## config.mk

```make
export PLATFORM = sky130hd
export DESIGN_NAME = wo_shadow_matrix
export DESIGN_NICKNAME = d
export VERILOG_FILES = /design/src/rtl/wo_shadow_pkg.sv /design/src/rtl/wo_strobe_qual.sv /design/src/rtl/wo_shadow_row.sv /design/src/rtl/wo_shadow_matrix.sv
export SDC_FILE = /design/constraint.sdc
export NUM_CORES = 1
export LEC_CHECK = 0
export BUFFER_PORTS_ARGS = -buffer_cell sky130_fd_sc_hd__buf_2
export CORE_MARGIN = 2
export CORE_UTILIZATION = 50
export CTS_CLUSTER_SIZE = 16
export DETAILED_ROUTE_END_ITERATION = 12
export PLACE_DENSITY = 0.68
export SLEW_MARGIN = 30
export SYNTH_ARGS = -nofsm -noshare
export SYNTH_HDL_FRONTEND = slang
export SYNTH_HIERARCHICAL = 1
export SYNTH_SLANG_ARGS = --single-unit
```

## constraint.sdc

```tcl
create_clock -name clk_i -period 2.69 [get_ports clk_i]
set_input_delay 0.269 -clock clk_i [delete_from_list [all_inputs] [get_ports clk_i]]
set_output_delay 0.269 -clock clk_i [all_outputs]
set_load 0.01 [all_outputs]
```

## src/rtl/wo_shadow_pkg.sv

```systemverilog
package wo_shadow_pkg;

    typedef enum logic [1:0] {
        SLOT_IDLE  = 2'd0,
        SLOT_HELD  = 2'd1,
        SLOT_CLEAR = 2'd2
    } slot_state_e;

endpackage

```

## src/rtl/wo_strobe_qual.sv

```systemverilog
module wo_strobe_qual
    import wo_shadow_pkg::*;
#(
    parameter int N = 8
) (
    input  logic [N-1:0]      issue_i,
    input  logic [N-1:0]      done_i,
    input  logic [N-1:0]      busy_i,
    input  slot_state_e       state_i [N],
    output logic [N-1:0]      issue_acc_o,
    output logic [N-1:0]      retire_acc_o
);

    logic [N-1:0] clear_vec;

    for (genvar g = 0; g < N; g++) begin : g_clear
        assign clear_vec[g] = (state_i[g] == SLOT_CLEAR);
    end

    always_comb begin
        issue_acc_o  = issue_i & ~busy_i;
        retire_acc_o = done_i & clear_vec;
    end

endmodule

```

## src/rtl/wo_shadow_row.sv

```systemverilog
module wo_shadow_row
    import wo_shadow_pkg::*;
#(
    parameter int N   = 8,
    parameter int IDX = 0
) (
    input  logic              clk_i,
    input  logic              rst_ni,
    input  logic [N-1:0]      issue_acc_i,
    input  logic [N-1:0]      retire_acc_i,
    input  logic [N-1:0]      busy_all_i,
    output logic              busy_o,
    output slot_state_e       state_o
);

    localparam logic [N-1:0] OLDER_MASK = N'((64'd1 << IDX) - 64'd1);

    typedef struct packed {
        logic         busy;
        logic [N-1:0] shadow;
    } row_t;

    row_t row_d, row_q;

    always_comb begin
        row_d = row_q;
        if (retire_acc_i[IDX]) begin
            row_d.busy   = 1'b0;
            row_d.shadow = '0;
        end else if (issue_acc_i[IDX]) begin
            row_d.busy   = 1'b1;
            row_d.shadow = (busy_all_i & ~retire_acc_i) | (issue_acc_i & OLDER_MASK);
        end else begin
            row_d.shadow = row_q.shadow & ~retire_acc_i;
        end
    end

    always_ff @(posedge clk_i or negedge rst_ni) begin
        if (!rst_ni) row_q <= '0;
        else         row_q <= row_d;
    end

    assign busy_o  = row_q.busy;
    assign state_o = !row_q.busy          ? SLOT_IDLE :
                     (row_q.shadow == '0) ? SLOT_CLEAR : SLOT_HELD;

    a_r2_lone_issue_clear: assert property (@(posedge clk_i) disable iff (!rst_ni)
        (issue_acc_i[IDX] && busy_all_i == '0 && (issue_acc_i & OLDER_MASK) == '0)
        |=> state_o == SLOT_CLEAR);

    a_r4_retire_only_clear: assert property (@(posedge clk_i) disable iff (!rst_ni)
        retire_acc_i[IDX] |-> (row_q.busy && row_q.shadow == '0));

    a_r5_busy_holds: assert property (@(posedge clk_i) disable iff (!rst_ni)
        (row_q.busy && !retire_acc_i[IDX]) |=> row_q.busy);

    a_r3_shadow_never_grows: assert property (@(posedge clk_i) disable iff (!rst_ni)
        (row_q.busy && !retire_acc_i[IDX]) |=> (row_q.shadow & ~$past(row_q.shadow)) == '0);

    a_r8_shadow_on_live_only: assert property (@(posedge clk_i) disable iff (!rst_ni)
        row_q.busy |-> (row_q.shadow & ~busy_all_i) == '0);

endmodule

```

## src/rtl/wo_shadow_matrix.sv

```systemverilog
module wo_shadow_matrix
    import wo_shadow_pkg::*;
#(
    parameter int N = 8
) (
    input  logic          clk_i,
    input  logic          rst_ni,
    input  logic [N-1:0]  issue_i,
    input  logic [N-1:0]  done_i,
    output logic [N-1:0]  commit_ok_o
);

    logic [N-1:0] busy_vec;
    logic [N-1:0] issue_acc;
    logic [N-1:0] retire_acc;
    slot_state_e  state_vec [N];

    wo_strobe_qual #(.N(N)) qual_i (
        .issue_i      (issue_i),
        .done_i       (done_i),
        .busy_i       (busy_vec),
        .state_i      (state_vec),
        .issue_acc_o  (issue_acc),
        .retire_acc_o (retire_acc)
    );

    for (genvar g = 0; g < N; g++) begin : g_row
        wo_shadow_row #(.N(N), .IDX(g)) row_i (
            .clk_i        (clk_i),
            .rst_ni       (rst_ni),
            .issue_acc_i  (issue_acc),
            .retire_acc_i (retire_acc),
            .busy_all_i   (busy_vec),
            .busy_o       (busy_vec[g]),
            .state_o      (state_vec[g])
        );
        assign commit_ok_o[g] = (state_vec[g] == SLOT_CLEAR);
    end

    a_r7_single_commit: assert property (@(posedge clk_i) disable iff (!rst_ni)
        $onehot0(commit_ok_o));

    a_r9_retire_clears_flag: assert property (@(posedge clk_i) disable iff (!rst_ni)
        (retire_acc != '0) |=> (commit_ok_o & $past(retire_acc)) == '0);

endmodule

```

---- Yosys cells after proc, flatten, opt, wreduce, memory -nomap -nowiden ----
Cells that the tools add are included.
storage, ports and cells
  logic and storage cells ................. 100
  output and inout port bits .............. 8
  register bits after elaboration ......... 72
  input bits .............................. 18
operators by class
  equality and inequality tests ........... 8
  bitwise gates (word level) .............. 20
  reduce and logical (&&, ||, !) cells .... 16
  muxes and demuxes ....................... 40
operators by type and width
  kind                                   number
  AND 8 bit                              11
  two-way mux 9 bit                      8
  logical NOT 8 bit                      8
  two-way mux 8 bit                      8
  two-way mux 2 bit                      16
  == test 2 bit (second input constant)  8
  inverter 8 bit                         2
  nonzero test 2 bit                     8
  two-way mux 1 bit                      8
  OR 8 x 1 -> 8 bit                      1
  OR 8 x 2 -> 8 bit                      1
  OR 8 x 3 -> 8 bit                      1
  OR 8 x 4 -> 8 bit                      1
  OR 8 x 5 -> 8 bit                      1
  OR 8 x 6 -> 8 bit                      1
  OR 8 x 7 -> 8 bit                      1

---- Logic depth before layout (Yosys ltp) ----
  depth after elaboration ................. 10
  mapped depth ............................ 5
  gate-level depth less buffers ........... 5

---- Cells and area by module ----
Netlist, hierarchy kept.
by module, submodules not included
  module                           area each (um^2)  times used  cells an instance  seq. area each (um^2)
  wo_shadow_row at g_row[7].row_i  596.8             1           48                 225.2
  wo_shadow_row at g_row[6].row_i  570.5             1           46                 225.2
  wo_shadow_row at g_row[5].row_i  544.3             1           44                 225.2
  wo_shadow_row at g_row[4].row_i  515.5             1           42                 225.2
  wo_shadow_row at g_row[3].row_i  489.2             1           40                 225.2
  wo_shadow_row at g_row[2].row_i  461.7             1           38                 225.2
  wo_shadow_row at g_row[1].row_i  446.7             1           36                 225.2
  wo_shadow_row at g_row[0].row_i  405.4             1           33                 225.2
  wo_strobe_qual                   120.1             1           16                 0.0
  wo_shadow_matrix                 110.1             1           8                  0.0

---- Worst setup path before layout ----
Ideal clock, no wire load.
  path type ............................... register to register
  start point ............................. reg g_row[0].row_i.row_q, in the netlist g_row[0].row_i/busy_o
  end point ............................... reg g_row[0].row_i/row_q[1] (netlist name)
  setup slack ............................. 0.650 ns
  data arrival time ....................... 1.908 ns
  required time ........................... 2.557 ns
  setup time .............................. 0.133 ns
  period minus slack after synthesis ...... 2.040 ns
  cell stages (with the launch flop) ...... 5
  path buffers ............................ 1
  path through ............................ dfrtp_1 -> nor2b_1 -> buf_6 -> mux2i_1 -> nor3_1
RTL lines
  what                    RTL line             RTL
  from (decl)             wo_shadow_row.sv:23  row_t row_d, row_q;
  from (signal assigned)  wo_shadow_row.sv:40  else row_q <= row_d;

==> out/qor.log <==
[sta] count of final max-slew check failures 0
[yosys] Yosys top cell area share 0.423
[final_layout] Area growth, synth to finish 13.6%
[power] PD cells 764 mW/mm^2
[flow_run] number of maximum-capacitance constraint violations 0
[critical_path] WP buf/inv 1
[final_layout] share of cells above drive strength 1 0.388
[sta] setup repair after global routing missed its margin false
[floorplan] CORE AREA 0.00826 mm^2
[yosys] library cell occupying the most area in the post-synthesis netlist dfrtp_1
[routing] detailed-route vias per instance 5.51
[floorplan] starting density of the core 0.516
[yosys] flops & latches, synth 72
[sta] setup_tns 0 ns
[yosys] nets in the synthesized netlist 369
[yosys] Netlist cell types 20
[final_layout] footprint of the flip-flops and latches 0.00180 mm^2
[floorplan] number of placement rows 33
[floorplan] overall die area 0.00927 mm^2
[yosys] mean cell area of the mapped netlist 12.1 um^2
[clock_network] clock insertion delay at the later pin of the skew report 0.34 ns
[place] placer congestion estimate 0.789
[power] leakage power of the design 0.00192 uW
[place] Setup WS pre-CTS 0.670 ns
[final_layout] total number of nets in the final design 413
[sta] actual transition at the worst max-transition pin 0.736 ns
[routing] final wirelength 9290 um
[sta] final critical path time including I/O delays and setup 2.02 ns
[grt] met2 usage in global routing 0.361
[routing] Remaining DRCs 0
[grt] gr ovfl total 0
[yosys] Post-Syn Instances 351
[grt] Total Routing Usage GR 0.226
[sta] post-route fraction of the period consumed by the critical path 0.751
[floorplan] Chip Height 96.3 um
[routing] Detailed Route Iter0 Violations 185
[sta] Final WS setup 0.669 ns
[routing] Routed Antenna Nets 0
[critical_path] required time reported for the critical path endpoint 2.90 ns
[critical_path] kind of cell adding the most delay to the critical path simple AND/OR/NAND/NOR gates
[sta] Relative slew margins 0.507
[floorplan] horizontal die dimension 96.3 um
[final_layout] area used by multi-input combinational logic 0.00231 mm^2
[place] cell area reported after detailed placement 0.00458 mm^2
[critical_path] highest cell delay on the worst timing path 0.43 ns
[critical_path] capturing element type of the critical path register
[yosys] share of the yosys chip area belonging to registers 0.423
[clock_network] Root Buffer clkbuf_8
[final_layout] number of antenna diodes 0
[clock_network] maximum level of the CTS H-tree 3
[yosys] Ys Warns 6
[sta] Clock Skew 0.0131 ns
[grt] highest-utilization routing layer at the global route stage met2
[clock_network] maximum clock path buffer count 2
[grt] met1 GRT Util 0.325
[yosys] Mapped Area 0.00426 mm^2
[grt] wire length of the first global-routing pass 15700 um
[routing] number of search-and-repair iterations in the first detailed-routing pass 4
[routing] detail-routed net length per standard cell 18.4 um
[outcome] status completed
[clock_network] TritonCTS Sinks 72
[sta] Final setup viols 0
[grt] maximum number of pins on one net before global-route repair 46
[critical_path] worst-path maximum fanout 15
[power] IR drop worst, VDD 0.416 mV
[routing] Via Count 2781
[critical_path] type of element launching the critical path register
[floorplan] I/O Pins 26
[yosys] biggest area contributors in the synthesized netlist dfrtp_1 (42%), nor2b_4 (12%), a221oi_2 (9.9%)
[final_layout] # fillers 703
[grt] initial antenna violation count 0
[place] dpl hpwl 6160 um
[critical_path] master of the slowest instance on the critical path and3b_1
[clock_network] clock edge transition at the registers on the reported setup and hold paths 0.08 ns
[final_layout] Post-Layout Inst Area 0.00484 mm^2
[grt] vias in the first global route 2878
[critical_path] critical-path cell list nor4_2 -> a21boi_0 -> and3b_1 -> buf_4 -> nand2b_1 -> a221oi_2
[clock_network] TritonCTS buffer count 9
[hold_path] worst hold path type in -> reg
[grt] M3 GR Usage 0.0392
[sta] number of hold violations in the final report 0
[clock_network] number of buffers inserted to repair setup after CTS 0
[critical_path] arrival time worst endpoint 2.23 ns
[place] quantity of I/O buffers inserted on ports 25
[sta] peak clock frequency supported by timing 495 MHz
[clock_network] CTS tree yes
[critical_path] type of the worst setup path reg -> reg
cells by family (layout without fill, tap and decap cells):
| kind of cell | after synthesis | in the layout | synth area share |
|---|---|---|---|
| AOI/OAI and AO/OA | 36 | 36 | 0.113 |
| and+or+nand+nor | 184 | 184 | 0.342 |
| DFF | 72 | 72 | 0.423 |
| buffers and inverters | 23 | 72 | 0.0379 |
| muxes | 36 | 36 | 0.0846 |
final cells by class:
type,count,area share
clock buffer,11,0.0292
clock inverter,5,0.0215
multi-input combinational,256,0.477
tap,105,0.0271
sequential,72,0.372
inverter,7,0.00698
timing repair buffer,49,0.0662
report_power, final:
| group | leakage, uW | switching, uW | internal [uW] | total, uW |
|---|---|---|---|---|
| logic | 0.00109 | 433 | 444 | 876 |
| clock network | 0.000124 | 420 | 643 | 1060 |
| registers | 0.000709 | 302 | 1460 | 1760 |
| total | 0.00192 | 1150 | 2540 | 3700 |
cell usage in the layout, fill, tap and decap left out:
master / count
dfrtp_1: 72
nand2b_1: 56
nor2b_4: 36
mux2i_1: 36
a221oi_2: 28
nor3_1: 26
buf_2: 25
nor2_1: 24
buf_4: 22
nor4_2: 16
clkbuf_8: 10
and3_1: 8
a21boi_0: 8
and3b_1: 8
nor2b_1: 4
nor2b_2: 4
bufinv_16: 3
inv_2: 3
inv_4: 3
nor3_2: 2
clkinv_2: 1
clkinv_4: 1
clkbuf_1: 1
inv_1: 1
dlygate4sd3_1: 1
buf_12: 1
synth_stat cells (all sizes together):
library cell  count
nand2b           56
dfrtp            72
clkbuf            5
and3              8
nor2b            44
mux2i            36
and3b             8
a21boi            8
nor4             16
buf              11
nor2             24
a221oi           28
inv               7
nor3             28
sequential cells by signal, summed over array words and instances, names as in the netlist:
signal / count
g_row.row_i/row_q: 64
g_row.row_i/busy_o: 8
metal layers:
metal  share of wire  routed length (um)  vias up
li1                -                   -     1335
met1            0.49                4590     1403
met2            0.47                4400       38
met3           0.027                 250        5
met4          0.0053                  49        0
met5               0                   0        -
per-stage QoR:
| stage | utilization | hold slack [ns] | std cells | total power (uW) |
|---|---|---|---|---|
| after floorplan | - | -0.0266 | 351 | 2410 |
| after global placement | 0.555 | 0.355 | 488 | 2630 |
| after detailed placement | 0.555 | 0.359 | 488 | 2660 |
| after CTS | 0.586 | 0.377 | 505 | 3720 |
| after global routing | 0.586 | 0.408 | 505 | 3920 |
| final | 0.586 | 0.377 | 505 | 3700 |
final timing paths:
path / depth (start not counted) / to / slack (ns) / from
setup / recovery: 6 / g_row[3].row_i/row_q[1]$_DFF_PN0_ / 0.67 / g_row[1].row_i/row_q[6]$_DFF_PN0_
hold / removal: 3 / g_row[5].row_i/row_q[7]$_DFF_PN0_ / 0.38 / done_i[5]
setup reg to reg: 6 / g_row[3].row_i/row_q[1]$_DFF_PN0_ / 0.67 / g_row[1].row_i/row_q[6]$_DFF_PN0_
hold reg to reg: 2 / g_row[2].row_i/row_q[2]$_DFF_PN0_ / 0.55 / g_row[2].row_i/row_q[2]$_DFF_PN0_
max in group asynchronous: 3 / g_row[0].row_i/row_q[5]$_DFF_PN0_ / 1.50 / rst_ni
min in group asynchronous: 2 / g_row[4].row_i/busy_o$_DFFE_PN0P_ / 0.50 / rst_ni
repair_timing:
action	CTS	global route
hold endpoints to repair	24	0
gates resized for setup	0	0
hold buffers	1	0
tightest hold or removal path: stages:
cell and delay [ns]:
buf_2 0.07, and3b_1 0.25, nor3_1 0.08
No activity file was read; power rests on OpenSTA's default activity.
